File: config.mk
export PLATFORM = sky130hd
export DESIGN_NAME = tch_chan
export DESIGN_NICKNAME = d
export VERILOG_FILES = /design/src/rtl/tch_pkg.sv /design/src/rtl/tch_wbuf.sv /design/src/rtl/tch_evt.sv /design/src/rtl/tch_rdlatch.sv /design/src/rtl/tch_chan.sv
export SDC_FILE = /design/constraint.sdc
export NUM_CORES = 1
export LEC_CHECK = 0
export BUFFER_PORTS_ARGS = -buffer_cell sky130_fd_sc_hd__buf_2
export CAP_MARGIN = 30
export CELL_PAD_IN_SITES_DETAIL_PLACEMENT = 1
export CELL_PAD_IN_SITES_GLOBAL_PLACEMENT = 2
export CORE_MARGIN = 3
export CORE_UTILIZATION = 37
export DETAILED_ROUTE_END_ITERATION = 10
export PLACE_DENSITY = 0.84
export SETUP_SLACK_MARGIN = 0.02
export SYNTH_ARGS = -nofsm -noshare
export SYNTH_HDL_FRONTEND = slang
export SYNTH_SLANG_ARGS = --single-unit
File: constraint.sdc
create_clock -name clk -period 6.42 [get_ports clk]
set_clock_uncertainty 0.2 [all_clocks]
set_input_delay 0.321 -clock clk [delete_from_list [all_inputs] [get_ports clk]]
set_output_delay 0.321 -clock clk [all_outputs]
set_load 0.005 [all_outputs]
File: src/rtl/tch_pkg.sv
package tch_pkg;
  typedef enum logic [1:0] {
    MD_CAP = 2'b00,
    MD_CMP = 2'b01,
    MD_PWM = 2'b10,
    MD_OFF = 2'b11
  } tch_mode_e;

  localparam logic [1:0] ADR_CTL = 2'd0;
  localparam logic [1:0] ADR_VHI = 2'd1;
  localparam logic [1:0] ADR_VLO = 2'd2;
endpackage

File: src/rtl/tch_wbuf.sv
module tch_wbuf
  import tch_pkg::*;
#(
  parameter int BUS_W = 8,
  localparam int VAL_W = 2 * BUS_W
) (
  input  logic             clk,
  input  logic             rst,
  input  logic             wr_hi,
  input  logic             wr_lo,
  input  logic [BUS_W-1:0] wdata,
  input  logic             flush,
  input  tch_mode_e        mode,
  input  logic [1:0]       clksel,
  input  logic             adv,
  input  logic [VAL_W-1:0] cnt,
  input  logic [VAL_W-1:0] modv,
  output logic [VAL_W-1:0] buf_val,
  output logic             full,
  output logic             commit
);
  localparam logic [VAL_W-1:0] ONE = VAL_W'(1);

  logic got_hi, got_lo;
  logic [VAL_W-1:0] lim;
  logic pre_top;

  // count just below the wrap value
  assign lim     = (modv == '0) ? {VAL_W{1'b1}} : modv;
  assign pre_top = (cnt == (lim - ONE));
  assign full    = got_hi & got_lo;

  always_comb begin
    commit = 1'b0;
    if (full && mode != MD_CAP) begin
      if (clksel == 2'b00)      commit = 1'b1;
      else if (mode == MD_PWM)  commit = adv & pre_top;
      else                      commit = adv;
    end
  end

  always_ff @(posedge clk) begin
    if (rst || flush) begin
      got_hi  <= 1'b0;
      got_lo  <= 1'b0;
      buf_val <= '0;
    end else begin
      if (commit) begin
        got_hi <= 1'b0;
        got_lo <= 1'b0;
      end
      if (mode != MD_CAP) begin
        if (wr_hi) begin
          buf_val[VAL_W-1:BUS_W] <= wdata;
          got_hi <= 1'b1;
        end
        if (wr_lo) begin
          buf_val[BUS_W-1:0] <= wdata;
          got_lo <= 1'b1;
        end
      end
    end
  end
endmodule

File: src/rtl/tch_evt.sv
module tch_evt
  import tch_pkg::*;
#(
  parameter int VAL_W = 16,
  parameter int SYNC_N = 2
) (
  input  logic             clk,
  input  logic             rst,
  input  tch_mode_e        mode,
  input  logic [1:0]       cfg,
  input  logic             adv,
  input  logic [VAL_W-1:0] cnt,
  input  logic [VAL_W-1:0] modv,
  input  logic [VAL_W-1:0] val,
  input  logic             pin_i,
  output logic             pin_o,
  output logic             cap_evt,
  output logic             hit_evt
);
  localparam logic [VAL_W-1:0] ONE = VAL_W'(1);

  logic [SYNC_N:0] sh;
  logic rise, fall;
  logic [VAL_W-1:0] lim, nxt;
  logic wrap, cmp_hit;

  always_ff @(posedge clk) begin
    if (rst) sh <= '0;
    else     sh <= {sh[SYNC_N-1:0], pin_i};
  end

  assign rise = sh[SYNC_N-1] & ~sh[SYNC_N];
  assign fall = ~sh[SYNC_N-1] & sh[SYNC_N];

  assign cap_evt = (mode == MD_CAP) &&
                   ((cfg[0] && rise) || (cfg[1] && fall));

  assign lim     = (modv == '0) ? {VAL_W{1'b1}} : modv;
  assign wrap    = (cnt == lim);
  assign nxt     = wrap ? '0 : cnt + ONE;
  assign cmp_hit = adv && (cnt == val);

  always_comb begin
    hit_evt = 1'b0;
    if (mode == MD_CMP) hit_evt = cmp_hit;
    else if (mode == MD_PWM) hit_evt = adv && (nxt == val);
  end

  always_ff @(posedge clk) begin
    if (rst) begin
      pin_o <= 1'b0;
    end else if (adv) begin
      if (mode == MD_PWM) begin
        pin_o <= (nxt < val);
      end else if (mode == MD_CMP && cmp_hit) begin
        case (cfg)
          2'b01:   pin_o <= ~pin_o;
          2'b10:   pin_o <= 1'b0;
          2'b11:   pin_o <= 1'b1;
          default: pin_o <= pin_o;
        endcase
      end
    end
  end
endmodule

File: src/rtl/tch_rdlatch.sv
module tch_rdlatch
  import tch_pkg::*;
#(
  parameter int BUS_W = 8,
  localparam int VAL_W = 2 * BUS_W
) (
  input  logic             clk,
  input  logic             rst,
  input  logic             rd,
  input  logic [1:0]       addr,
  input  logic             halt,
  input  logic             ctl_wr,
  input  logic [VAL_W-1:0] val,
  input  logic [BUS_W-1:0] ctl_byte,
  output logic [BUS_W-1:0] rdata
);
  logic             lat_v;
  logic [BUS_W-1:0] lat;

  always_ff @(posedge clk) begin
    if (rst) begin
      lat_v <= 1'b0;
      lat   <= '0;
      rdata <= '0;
    end else begin
      if (ctl_wr && halt) lat_v <= 1'b0;
      if (rd) begin
        case (addr)
          ADR_CTL: rdata <= ctl_byte;
          ADR_VHI: begin
            rdata <= val[VAL_W-1:BUS_W];
            lat   <= val[BUS_W-1:0];
            lat_v <= 1'b1;
          end
          ADR_VLO: begin
            rdata <= lat_v ? lat : val[BUS_W-1:0];
            lat_v <= 1'b0;
          end
          default: rdata <= '0;
        endcase
      end
    end
  end
endmodule

File: src/rtl/tch_chan.sv
module tch_chan
  import tch_pkg::*;
#(
  parameter int BUS_W = 8,
  parameter int SYNC_N = 2,
  localparam int VAL_W = 2 * BUS_W
) (
  input  logic             clk,
  input  logic             rst,
  input  logic [VAL_W-1:0] cnt_i,
  input  logic             adv_i,
  input  logic [VAL_W-1:0] mod_i,
  input  logic [1:0]       clksel_i,
  input  logic             halt_i,
  input  logic             bus_wr_i,
  input  logic             bus_rd_i,
  input  logic [1:0]       bus_addr_i,
  input  logic [BUS_W-1:0] bus_wdata_i,
  output logic [BUS_W-1:0] bus_rdata_o,
  input  logic             pin_i,
  output logic             pin_o
);
  tch_mode_e        mode_q;
  logic [1:0]       cfg_q;
  logic             flag_q;
  logic [VAL_W-1:0] val_q;
  logic [VAL_W-1:0] buf_val;
  logic             buf_full, commit;
  logic             cap_evt, hit_evt;
  logic             ctl_wr, wr_hi, wr_lo;
  logic [BUS_W-1:0] ctl_byte;

  assign ctl_wr   = bus_wr_i && bus_addr_i == ADR_CTL;
  assign wr_hi    = bus_wr_i && bus_addr_i == ADR_VHI;
  assign wr_lo    = bus_wr_i && bus_addr_i == ADR_VLO;
  assign ctl_byte = {flag_q, {(BUS_W-5){1'b0}}, cfg_q, mode_q};

  tch_wbuf #(.BUS_W(BUS_W)) u_wbuf (
    .clk(clk), .rst(rst), .wr_hi(wr_hi), .wr_lo(wr_lo),
    .wdata(bus_wdata_i), .flush(ctl_wr), .mode(mode_q),
    .clksel(clksel_i), .adv(adv_i), .cnt(cnt_i), .modv(mod_i),
    .buf_val(buf_val), .full(buf_full), .commit(commit)
  );

  tch_evt #(.VAL_W(VAL_W), .SYNC_N(SYNC_N)) u_evt (
    .clk(clk), .rst(rst), .mode(mode_q), .cfg(cfg_q), .adv(adv_i),
    .cnt(cnt_i), .modv(mod_i), .val(val_q), .pin_i(pin_i),
    .pin_o(pin_o), .cap_evt(cap_evt), .hit_evt(hit_evt)
  );

  tch_rdlatch #(.BUS_W(BUS_W)) u_rdl (
    .clk(clk), .rst(rst), .rd(bus_rd_i), .addr(bus_addr_i),
    .halt(halt_i), .ctl_wr(ctl_wr), .val(val_q),
    .ctl_byte(ctl_byte), .rdata(bus_rdata_o)
  );

  always_ff @(posedge clk) begin
    if (rst) begin
      mode_q <= MD_CAP;
      cfg_q  <= '0;
      flag_q <= 1'b0;
      val_q  <= '0;
    end else begin
      if (ctl_wr) begin
        mode_q <= tch_mode_e'(bus_wdata_i[1:0]);
        cfg_q  <= bus_wdata_i[3:2];
        if (bus_wdata_i[BUS_W-1]) flag_q <= 1'b0;
      end
      if (cap_evt || hit_evt) flag_q <= 1'b1;
      if (cap_evt)     val_q <= cnt_i;
      else if (commit) val_q <= buf_val;
    end
  end
endmodule

==> results.sh, run 1 <==
export IMPL_htreeDepth=3
export IMPL_port_buffers=59
export IMPL_period_share=0.7074
export IMPL_holdPathStages=3
export IMPL_drt_pass1_iterations=5
export IMPL_num_vias=4584
export IMPL_grt_max_degree=44
export IMPL_rsz0062_at_grt="no"
export IMPL_clk_insertion_delay_late_ns=0.33
export IMPL_synth_compound_area_frac=0.1575
export IMPL_slowest_delay_ns=0.91
export IMPL_layout_common_cells="nor2_1 (84), dfxtp_1 (60), buf_2 (59)"
export IMPL_syn_area_um2=4696
export IMPL_cpMaxStageDelayCell="and4_1"
export IMPL_cts_sinks=60
export IMPL_cts_buffer_depth=2
export IMPL_path_depth=19
export IMPL_route_detailed_drc=0
export IMPL_r2r_setup_slack_ns=3.53
export IMPL_synthSimpleGateAreaFrac=0.2633
export IMPL_die_h_um=118.7
export IMPL_synth_edf_count=0
export IMPL_cts_hold_buf=1
export IMPL_cp_buffers_inverters=2
export IMPL_grt_ovfl_total=0
export IMPL_grt_pass1_wl_um=25200
export IMPL_tightest_slew_ns=0.9427
export IMPL_path_common_cell="o21a_1"
export IMPL_synth_seq_area_share=0.2558
export IMPL_outcome="finished, final reports clean"
export IMPL_grtUsageTotal=0.2236
export IMPL_synth_xor_area_frac=0.09699
export IMPL_n_fill_cell=1548
export IMPL_crit_arrival_ns=4.58
export IMPL_synthToLayoutAreaGrowth_pct=12.60
export IMPL_antenna_found_initial=0
export IMPL_setup_viol=0
export IMPL_cts_resized=0
export IMPL_dp_hpwl_um=11770
export IMPL_holdWs_ns=0.04334
export IMPL_synth_nets=695
export IMPL_synth_cell_type_count=55
export IMPL_vias_per_cell=5.659
export IMPL_synth_cells=621
export IMPL_setup_tns_final_ns=0
export IMPL_hold_path_class="in -> reg"
export IMPL_nNetsFinal=711
export IMPL_rows=40
export IMPL_cts_tree="yes"
export IMPL_postCtsSetupBuffers=0
export IMPL_p_sw_frac=0.2765
export IMPL_critPathLaunchType="input pin"
export IMPL_drv_cap=0
export IMPL_drv_slew=0
export IMPL_async_reset_ff_frac=0
export IMPL_grt_pass1_vias=4613
export IMPL_crit_family="simple AND/OR/NAND/NOR gates"
export IMPL_final_common_cell="nor2_1"
export IMPL_ant_nets=0
export IMPL_layout_drive_gt1_share=0.1417
export IMPL_cp_max_fo=27
export IMPL_p_leak_nw=2.200
export IMPL_ys_flop_type="dfxtp_1"
export IMPL_diodes=0
export IMPL_pwr_share_comb=0.162
export IMPL_maxSlewHeadroom=0.3715
export IMPL_pin_count=60
export IMPL_ctsRootBufferMaster="clkbuf_16"
export IMPL_core_area_um2=12210
export IMPL_clkTransAtPathRegs_ns=0.05
export IMPL_wl_per_cell_um=19.27
export IMPL_cp_cell_sequence="buf_2 -> nor4_2 -> and4_1 -> nor2_1 -> xor2_1 -> nand3_1 -> nor3_2 -> buf_4 -> nor2b_1 -> ha_1 -> nor2b_1 -> o21a_1 -> o21a_1 -> o21a_1 -> o21a_1 -> o21ai_0 -> a21oi_1 -> a2bb2oi_1 -> a311oi_1"
export IMPL_hold_viol=0
export IMPL_fp_dieW_um=118.7
export IMPL_critical_path_class="in -> reg"
export IMPL_synth_area_per_cell_um2=7.562
export IMPL_gp_congestion=0.8994
export IMPL_drtIter0Drc=295
export IMPL_initial_core_util=0.3845
export IMPL_power_sequential_fraction=0.370
export IMPL_design_die_area_um2=14080
export IMPL_reg2reg_depth=10
export IMPL_ys_ff_latch=60
export IMPL_intPower_mw=0.7478
export IMPL_synthMuxAreaShare=0.09193
export IMPL_period_minus_slack_ns=4.541
export IMPL_yosysWarnings=0
export IMPL_clock_fmax_mhz=220.2
export IMPL_cts_buffers=9
export IMPL_routed_wirelength_um=15610
export IMPL_switchingPower_mw=0.2858
export IMPL_synth_fa_ha_area_frac=0.06128
export IMPL_synth_top_family_by_area="simple AND/OR/NAND/NOR gates"
export IMPL_crit_required_ns=6.46
export IMPL_endpoint_kind="register"
export IMPL_clock_power_share=0.467
export IMPL_ir_drop_mv=0.1994
export IMPL_power_density_nw_per_um2=195.5
-- worst paths after layout --
path / to / startpoint
max reg2reg: val_q[4] / mode_q[0]
max: u_evt.pin_o / mod_i[9]
min: u_wbuf.buf_val[6] / bus_wdata_i[6]
min reg2reg: u_evt.sh[1] / u_evt.sh[0]
-- cell families (layout without fill, tap and decap cells) --
group	count (synthesis)	after routing
simple gates	251	251
fa+ha+maj	23	23
mux	43	43
compound gates	114	114
flops	60	60
xor+xnor	52	52
buf+inv	78	99
-- power by group through the flow --
stage / sequential [mW] / combinational (mW) / clock, mW
4_1_cts: 0.382 / 0.167 / 0.492
3_5_place_dp: 0.390 / 0.166 / 0
6_report: 0.383 / 0.168 / 0.483
5_1_grt: 0.383 / 0.185 / 0.508
3_3_place_gp: 0.390 / 0.162 / 0
2_1_floorplan: 0.387 / 0.116 / 0
-- synth_stat cells, types with 5 or more instances --
cell type | instances | area share
nor2_1 | 84 | 0.067
a21oi_1 | 36 | 0.038
nand4_1 | 13 | 0.017
xnor2_1 | 18 | 0.034
mux2i_1 | 42 | 0.090
clkbuf_1 | 39 | 0.031
a31oi_1 | 5 | 0.0067
ha_1 | 23 | 0.061
nor4_1 | 8 | 0.011
nand2_1 | 53 | 0.042
nor2b_1 | 8 | 0.011
nor3b_1 | 6 | 0.0096
a222oi_1 | 5 | 0.011
buf_2 | 9 | 0.0096
dfxtp_1 | 60 | 0.26
a211oi_1 | 18 | 0.029
o21ai_0 | 16 | 0.017
nor3_1 | 15 | 0.016
and3_1 | 6 | 0.0080
inv_1 | 20 | 0.016
o22ai_1 | 9 | 0.012
xor2_1 | 34 | 0.063
nand3_1 | 34 | 0.036
-- layer usage --
layer,global-route usage,wire length (µm)
met5,0,0
met4,0.04345,119
met3,0.03493,628
met2,0.3666,7456
met1,0.3120,7402
-- state kept, by name (all words and copies together), names as in the netlist --
| signal | cells |
|---|---|
| u_wbuf.buf_val | 16 |
| val_q | 16 |
| u_rdl.lat | 8 |
| u_rdl.rdata | 8 |
| u_evt.sh | 3 |
| cfg_q | 2 |
| mode_q | 2 |
| flag_q | 1 |
| u_evt.pin_o | 1 |
| u_rdl.lat_v | 1 |
| u_wbuf.got_hi | 1 |
| u_wbuf.got_lo | 1 |
-- metrics by stage --
step	cells	area [µm²]	utilization	power [mW]	setup slack (ns)
floorplan	621	4696	-	0.5032	2.321
global placement	792	4947	0.4051	0.5517	1.681
detailed placement	793	4975	0.4074	0.5563	1.565
CTS	810	5288	0.4330	1.041	1.904
global route	810	5288	0.4330	1.077	1.560
finish	810	5288	0.4330	1.034	1.879
-- worst register-to-register path, delay by kind of cell (launching register included) --
kind | cells | cell delay [ns]
multiplexers | 1 | 0.16
flip-flops | 1 | 0.42
AO/OA/AOI/OAI | 4 | 0.77
buffers and inverters | 1 | 0.24
AND/OR/NAND/NOR | 4 | 1.01
-- cell type report --
class,count,area (µm²),area share
Multi-Input combinational cell,483,3151,0.5958
Sequential cell,60,1201,0.2272
Timing Repair Buffer,63,347.8,0.06578
Clock buffer,10,239.0,0.04520
Clock inverter,6,63.81,0.01207
Tap cell,168,210.2,0.03975
Inverter,20,75.07,0.01420
Note: power is estimated with default switching activity, not from simulation.
==> run 2: changes to the inputs <==
--- a/config.mk
+++ b/config.mk
@@ -5,14 +5,15 @@
 export SDC_FILE = /design/constraint.sdc
 export NUM_CORES = 1
 export LEC_CHECK = 0
+export ABC_AREA = 1
 export BUFFER_PORTS_ARGS = -buffer_cell sky130_fd_sc_hd__buf_2
 export CAP_MARGIN = 30
 export CELL_PAD_IN_SITES_DETAIL_PLACEMENT = 1
 export CELL_PAD_IN_SITES_GLOBAL_PLACEMENT = 2
 export CORE_MARGIN = 3
-export CORE_UTILIZATION = 37
+export CORE_UTILIZATION = 28
 export DETAILED_ROUTE_END_ITERATION = 10
-export PLACE_DENSITY = 0.84
+export PLACE_DENSITY = 0.74
 export SETUP_SLACK_MARGIN = 0.02
 export SYNTH_ARGS = -nofsm -noshare
 export SYNTH_HDL_FRONTEND = slang
==> constraint.sdc (replaced) <==
create_clock -name clk -period 4.1 [get_ports clk]
set_clock_uncertainty 0.2 [all_clocks]
set_input_delay 0.205 -clock clk [delete_from_list [all_inputs] [get_ports clk]]
set_output_delay 0.205 -clock clk [all_outputs]
set_load 0.005 [all_outputs]
==> results.sh, run 2 <==
export IMPL_syn_area_um2=4559
export IMPL_initial_core_util=0.2870
export IMPL_dp_cells=1009
export IMPL_cts_sinks=60
export IMPL_reg2reg_to="u_evt.pin_o"
export IMPL_yosysMostFrequentCell="nand2_1"
export IMPL_dp_hpwl_um=12920
export IMPL_fp_dieW_um=133.6
export IMPL_pre_cts_slack_ns=0.1740
export IMPL_critical_path_class="in -> reg"
export IMPL_wl_per_cell_um=15.43
export IMPL_rows=46
export IMPL_final_cells=1035
export IMPL_drv_cap=0
export IMPL_n_fill_cell=2158
export IMPL_synth_top_area_share=0.2634
export IMPL_r2r_setup_slack_ns=1.89
export IMPL_cts_tree="yes"
export IMPL_holdPathStages=3
export IMPL_crit_required_ns=4.15
export IMPL_place_area_um2=5047
export IMPL_p_total_mw=1.652
export IMPL_cts_buffers=9
export IMPL_grt_ovfl_total=0
export IMPL_pin_count=60
export IMPL_ir_drop_mv=0.1643
export IMPL_layout_common_cells="nand2_1 (178), nor2_1 (110), inv_1 (95)"
export IMPL_clk_insertion_delay_late_ns=0.33
export IMPL_synth_cells=752
export IMPL_layout_drive_gt1_share=0.1148
export IMPL_synth_top_area_cell="dfxtp_1"
export IMPL_setup_viol=0
export IMPL_hold_path_class="in -> reg"
export IMPL_core_area_um2=15890
export IMPL_ant_nets=0
export IMPL_endpoint_kind="register"
export IMPL_die_h_um=133.6
export IMPL_clock_fmax_mhz=277.3
export IMPL_postLayoutSetupSlackWorst_ns=0.4940
export IMPL_rsz0062_at_grt="no"
export IMPL_crit_arrival_ns=3.66
export IMPL_drt_pass1_iterations=4
export IMPL_cp_max_fo=6
export IMPL_startpoint="cnt_i[2]"
export IMPL_synth_nets=826
export IMPL_drv_slew=0
export IMPL_yosysWarnings=0
export IMPL_ctsRootBufferMaster="clkbuf_16"
export IMPL_grtUsageTotal=0.1837
export IMPL_cts_resized=0
export IMPL_diodes=0
export IMPL_htreeDepth=3
export IMPL_timing_rr_start="val_q[3]"
export IMPL_final_area_um2=5443
export IMPL_grt_pass1_wl_um=26390
export IMPL_hold_end="u_wbuf.buf_val[10]"
export IMPL_port_buffers=59
export IMPL_tightest_slew_ns=0.9565
export IMPL_synth_cell_type_count=38
export IMPL_hold_viol=0
export IMPL_ys_ff_latch=60
export IMPL_min_from="bus_wdata_i[2]"
export IMPL_reg2reg_depth=11
export IMPL_postCtsSetupBuffers=0
export IMPL_top_regs="u_wbuf.buf_val (16), val_q (16)"
export IMPL_synth_area_per_cell_um2=6.063
export IMPL_cts_buffer_depth=2
export IMPL_nNetsFinal=888
export IMPL_setup_tns_final_ns=0
export IMPL_antenna_found_initial=0
export IMPL_synth_seq_area_share=0.2634
export IMPL_gp_congestion=0.8479
export IMPL_num_vias=4967
export IMPL_synth_common_cells="nand2_1 (179), nor2_1 (110), inv_1 (95)"
export IMPL_synthToLayoutAreaGrowth_pct=19.37
export IMPL_vias_per_cell=4.799
export IMPL_maxSlewHeadroom=0.3617
export IMPL_power_density_nw_per_um2=303.6
export IMPL_synth_area_leaders="dfxtp_1 (26%), nand2_1 (15%), nor2_1 (9.1%)"
export IMPL_clkTransAtPathRegs_ns=0.06
export IMPL_async_reset_ff_frac=0
export IMPL_final_common_cell="nand2_1"
export IMPL_period_minus_slack_ns=3.606
export IMPL_grt_pass1_vias=5175
export IMPL_design_die_area_um2=17850
export IMPL_drtIter0Drc=216
export IMPL_ys_flop_type="dfxtp_1"
export IMPL_outcome="finished, final reports clean"
export IMPL_critPathLaunchType="input pin"
export IMPL_routed_wirelength_um=15970
export IMPL_p_leak_nw=2.590
export IMPL_route_detailed_drc=0
export IMPL_grt_max_degree=44
export IMPL_period_share=0.8795
export IMPL_synth_edf_count=0
## run 2: cell count changes in the layout (fill, tap and decap cells not counted), sizes merged, moves of 19 or more
cell / before / now
nor2: 84 / 115
mux2i: 42 / 0
o21ai: 17 / 65
inv: 20 / 95
nand2: 53 / 185
nand3: 34 / 63
xor2: 34 / 15
## run 2: area by class of cell
class	instances	area, µm²	area share
clock buffer	12	246.5	0.04529
clock inverter	4	48.80	0.008966
inverter	98	367.9	0.06759
multi-input combinational	573	2878	0.5287
sequential	60	1201	0.2207
tap	216	270.3	0.04966
timing repair buffer	72	430.4	0.07908
## run 2: power breakdown
part	total, mW	switching, mW	internal [mW]
logic	0.280	0.178	0.102
registers	0.612	0.0121	0.600
clock network	0.760	0.274	0.486
total	1.65	0.465	1.19
## run 2: worst max path at each step
stage                     cells past startpoint     endpoint
final                                        20  u_evt.pin_o
after global routing                         20  u_evt.pin_o
after CTS                                    20  u_evt.pin_o
after detailed placement                     20  u_evt.pin_o
after global placement                       22  u_evt.pin_o
after floorplan                              22  u_evt.pin_o
## run 2: per-stage QoR
step / hold WS (ns) / utilization
after floorplan: 0.07407 / -
after global placement: 0.2017 / 0.3165
after detailed placement: 0.1985 / 0.3177
after CTS: 0.01079 / 0.3426
after global routing: 0.03496 / 0.3426
final: 0.01071 / 0.3426
## run 2: timing repair
item / 4_1_cts / 5_1_grt
endpoints found under the hold margin: 13 / 0
setup endpoints to repair: 0 / 0
hold buffers: 10 / 0
## run 2: worst max-delay path, cell delays in order
cell	delay, ns
buf_2	0.12
inv_1	0.14
nor3_1	0.37
nand3_1	0.16
nor2_1	0.16
inv_1	0.09
nor3_1	0.29
nand3_1	0.20
nor2_1	0.20
nand4_1	0.12
xor2_1	0.20
nor2_1	0.09
ha_1	0.31
nand2_1	0.08
nor2_1	0.04
a2111oi_0	0.43
nand3_1	0.14
o21ai_0	0.12
nor2_1	0.06
nor3_1	0.13
## run 2: cells by family (layout without fill, tap and decap cells)
family | after synthesis | in the layout | synth area share
AOI/OAI and AO/OA | 134 | 134 | 0.1553
adders and majority gates | 23 | 23 | 0.06312
DFF | 60 | 60 | 0.2634
buffers and inverters | 119 | 186 | 0.1059
xor gates and xnor gates | 19 | 19 | 0.03815
and+or+nand+nor | 397 | 397 | 0.3740
## run 2: routing by layer
metal	global-route usage	up-vias	share of wire
li1	-	2561	-
met3	0.02455	14	0.039
met4	0.05543	0	0.017
met2	0.3059	83	0.47
met5	0	-	0
met1	0.2482	2309	0.47
==> run 3: changes to the inputs <==
--- a/config.mk
+++ b/config.mk
@@ -10,6 +10,7 @@
 export CAP_MARGIN = 30
 export CELL_PAD_IN_SITES_DETAIL_PLACEMENT = 1
 export CELL_PAD_IN_SITES_GLOBAL_PLACEMENT = 2
+export CORE_ASPECT_RATIO = 2
 export CORE_MARGIN = 3
 export CORE_UTILIZATION = 28
 export DETAILED_ROUTE_END_ITERATION = 10
==> results.sh, run 3 (synthesis gave the netlist of run 2 again) <==
export IMPL_critPathLaunchType="input pin"
export IMPL_outcome="complete, but fails checks"
export IMPL_route_detailed_drc=0
export IMPL_clk_insertion_delay_late_ns=0.33
export IMPL_maxSlewHeadroom=0.3529
export IMPL_hold_end="u_wbuf.buf_val[10]"
export IMPL_rsz0062_at_grt="no"
export IMPL_design_die_area_um2=17940
export IMPL_finish_utilization=0.3427
export IMPL_htreeDepth=3
export IMPL_crit_arrival_ns=3.66
export IMPL_reg2reg_depth=10
export IMPL_hold_path_class="in -> reg"
export IMPL_layout_common_cells="nand2_1 (178), nor2_1 (110), inv_1 (95)"
export IMPL_period_minus_slack_ns=3.613
export IMPL_ctsRootBufferMaster="clkbuf_16"
export IMPL_final_common_cell="nand2_1"
export IMPL_wl_per_cell_um=16.76
export IMPL_tightest_slew_ns=0.9696
export IMPL_slowest_delay_ns=0.41
export IMPL_critical_path_class="in -> reg"
export IMPL_holdPathStages=3
export IMPL_setup_viol=0
export IMPL_drv_slew=0
export IMPL_power_density_nw_per_um2=296.6
export IMPL_place_area_um2=5066
export IMPL_crit_required_ns=4.15
export IMPL_pin_count=60
export IMPL_clkTransAtPathRegs_ns=0.05
export IMPL_cpMaxStageDelayCell="nor4_1"
export IMPL_cts_tree="yes"
export IMPL_cp_cell_sequence="buf_2 -> nor2_1 -> nand2_1 -> nor2_2 -> nand2_4 -> nand3_1 -> nand2_1 -> nor4_1 -> nand4_1 -> nor3_2 -> buf_4 -> buf_4 -> nor2_1 -> ha_1 -> nand3_1 -> a31oi_1 -> a2111oi_2 -> nand3_1 -> o21ai_0 -> nor2_1 -> nor3_1"
export IMPL_top_regs="u_wbuf.buf_val (16), val_q (16)"
export IMPL_nNetsFinal=890
export IMPL_grt_max_degree=35
export IMPL_cts_buffer_depth=2
export IMPL_n_fill_cell=2127
export IMPL_routed_wirelength_um=17130
export IMPL_r2r_setup_slack_ns=1.75
export IMPL_violations="hold timing"
export IMPL_p_leak_nw=2.602
export IMPL_rows=65
export IMPL_fp_dieW_um=96.23
export IMPL_drtIter0Drc=102
export IMPL_drt_pass1_iterations=6
export IMPL_drv_cap=0
export IMPL_layout_drive_gt1_share=0.1194
export IMPL_port_buffers=59
export IMPL_postCtsSetupBuffers=0
export IMPL_cp_max_fo=29
export IMPL_grt_pass1_wl_um=27440
export IMPL_grt_pass1_vias=5513
export IMPL_final_area_um2=5435
export IMPL_clock_fmax_mhz=276.8
export IMPL_synthToLayoutAreaGrowth_pct=19.21
export IMPL_timing_rr_start="val_q[11]"
export IMPL_cts_sinks=60
export IMPL_hold_viol=1
export IMPL_ir_drop_mv=0.2448
export IMPL_gp_congestion=0.8263
export IMPL_vias_per_cell=5.002
export IMPL_holdWs_ns=-0.006475
export IMPL_antenna_found_initial=0
export IMPL_reg2reg_to="u_evt.pin_o"
export IMPL_ant_nets=0
export IMPL_grt_ovfl_total=0
export IMPL_diodes=0
export IMPL_die_h_um=186.5
export IMPL_grtUsageTotal=0.1983
export IMPL_num_vias=5112
export IMPL_min_from="bus_wdata_i[2]"
export IMPL_dp_hpwl_um=14280
export IMPL_initial_core_util=0.2875
export IMPL_cts_buffers=9
export IMPL_endpoint_kind="register"
export IMPL_period_share=0.8812
export IMPL_core_area_um2=15860
==> run 3: cell type report <==
type                       instances  area, µm²  area share
clock buffer                      15      277.8     0.05110
clock inverter                     1      5.005   0.0009208
inverter                          98      367.9     0.06768
multi-input combinational        573       2884      0.5306
sequential                        60       1201      0.2210
tap                              201      251.5     0.04627
timing repair buffer              74      447.9     0.08241
==> run 3: per-stage QoR <==
step                      std cells  setup TNS, ns  setup WS [ns]  power, mW
after floorplan                 752              0         0.8677     0.7918
after global placement          997        -0.2078        -0.2078     0.8933
after detailed placement        998        -0.2413        -0.2413     0.9018
after CTS                      1022              0        0.06357      1.629
after global routing           1022              0         0.1466      1.693
final                          1022              0         0.4871      1.612
==> run 3: what timing repair did <==
item | in CTS | in global routing
setup endpoints to repair | 0 | 1
gates resized for setup | 0 | 2
endpoints found under the hold margin | 14 | 0
hold buffers | 8 | 0
==> run 3: report_power, final <==
| part | switching (mW) | internal, mW |
|---|---|---|
| logic | 0.180 | 0.103 |
| clock network | 0.259 | 0.458 |
| registers | 0.0129 | 0.600 |
==> run 3: worst max path at each step <==
stage	start	to	slack (ns)	cells past startpoint
2_1_floorplan	mod_i[5]	u_evt.pin_o	0.87	22
3_5_place_dp	mod_i[13]	u_evt.pin_o	-0.24	21
6_report	mod_i[13]	u_evt.pin_o	0.49	21
3_3_place_gp	mod_i[13]	u_evt.pin_o	-0.21	21
4_1_cts	mod_i[13]	u_evt.pin_o	0.06	21
5_1_grt	cnt_i[0]	u_evt.pin_o	0.15	22
==> run 3: critical path, delay by kind of cell <==
family | cells | cell delay [ns]
simple gates | 14 | 2.17
compound gates | 3 | 0.50
buf+inv | 3 | 0.47
fa+ha+maj | 1 | 0.28
==> run 3: routing by layer <==
metal | vias up | routed length (µm) | global-route usage
li1 | 2564 | - | -
met1 | 2414 | 6090 | 0.1904
met2 | 88 | 9723 | 0.3851
met3 | 46 | 412 | 0.01936
met4 | 0 | 901 | 0.1107
met5 | - | 0 | 0
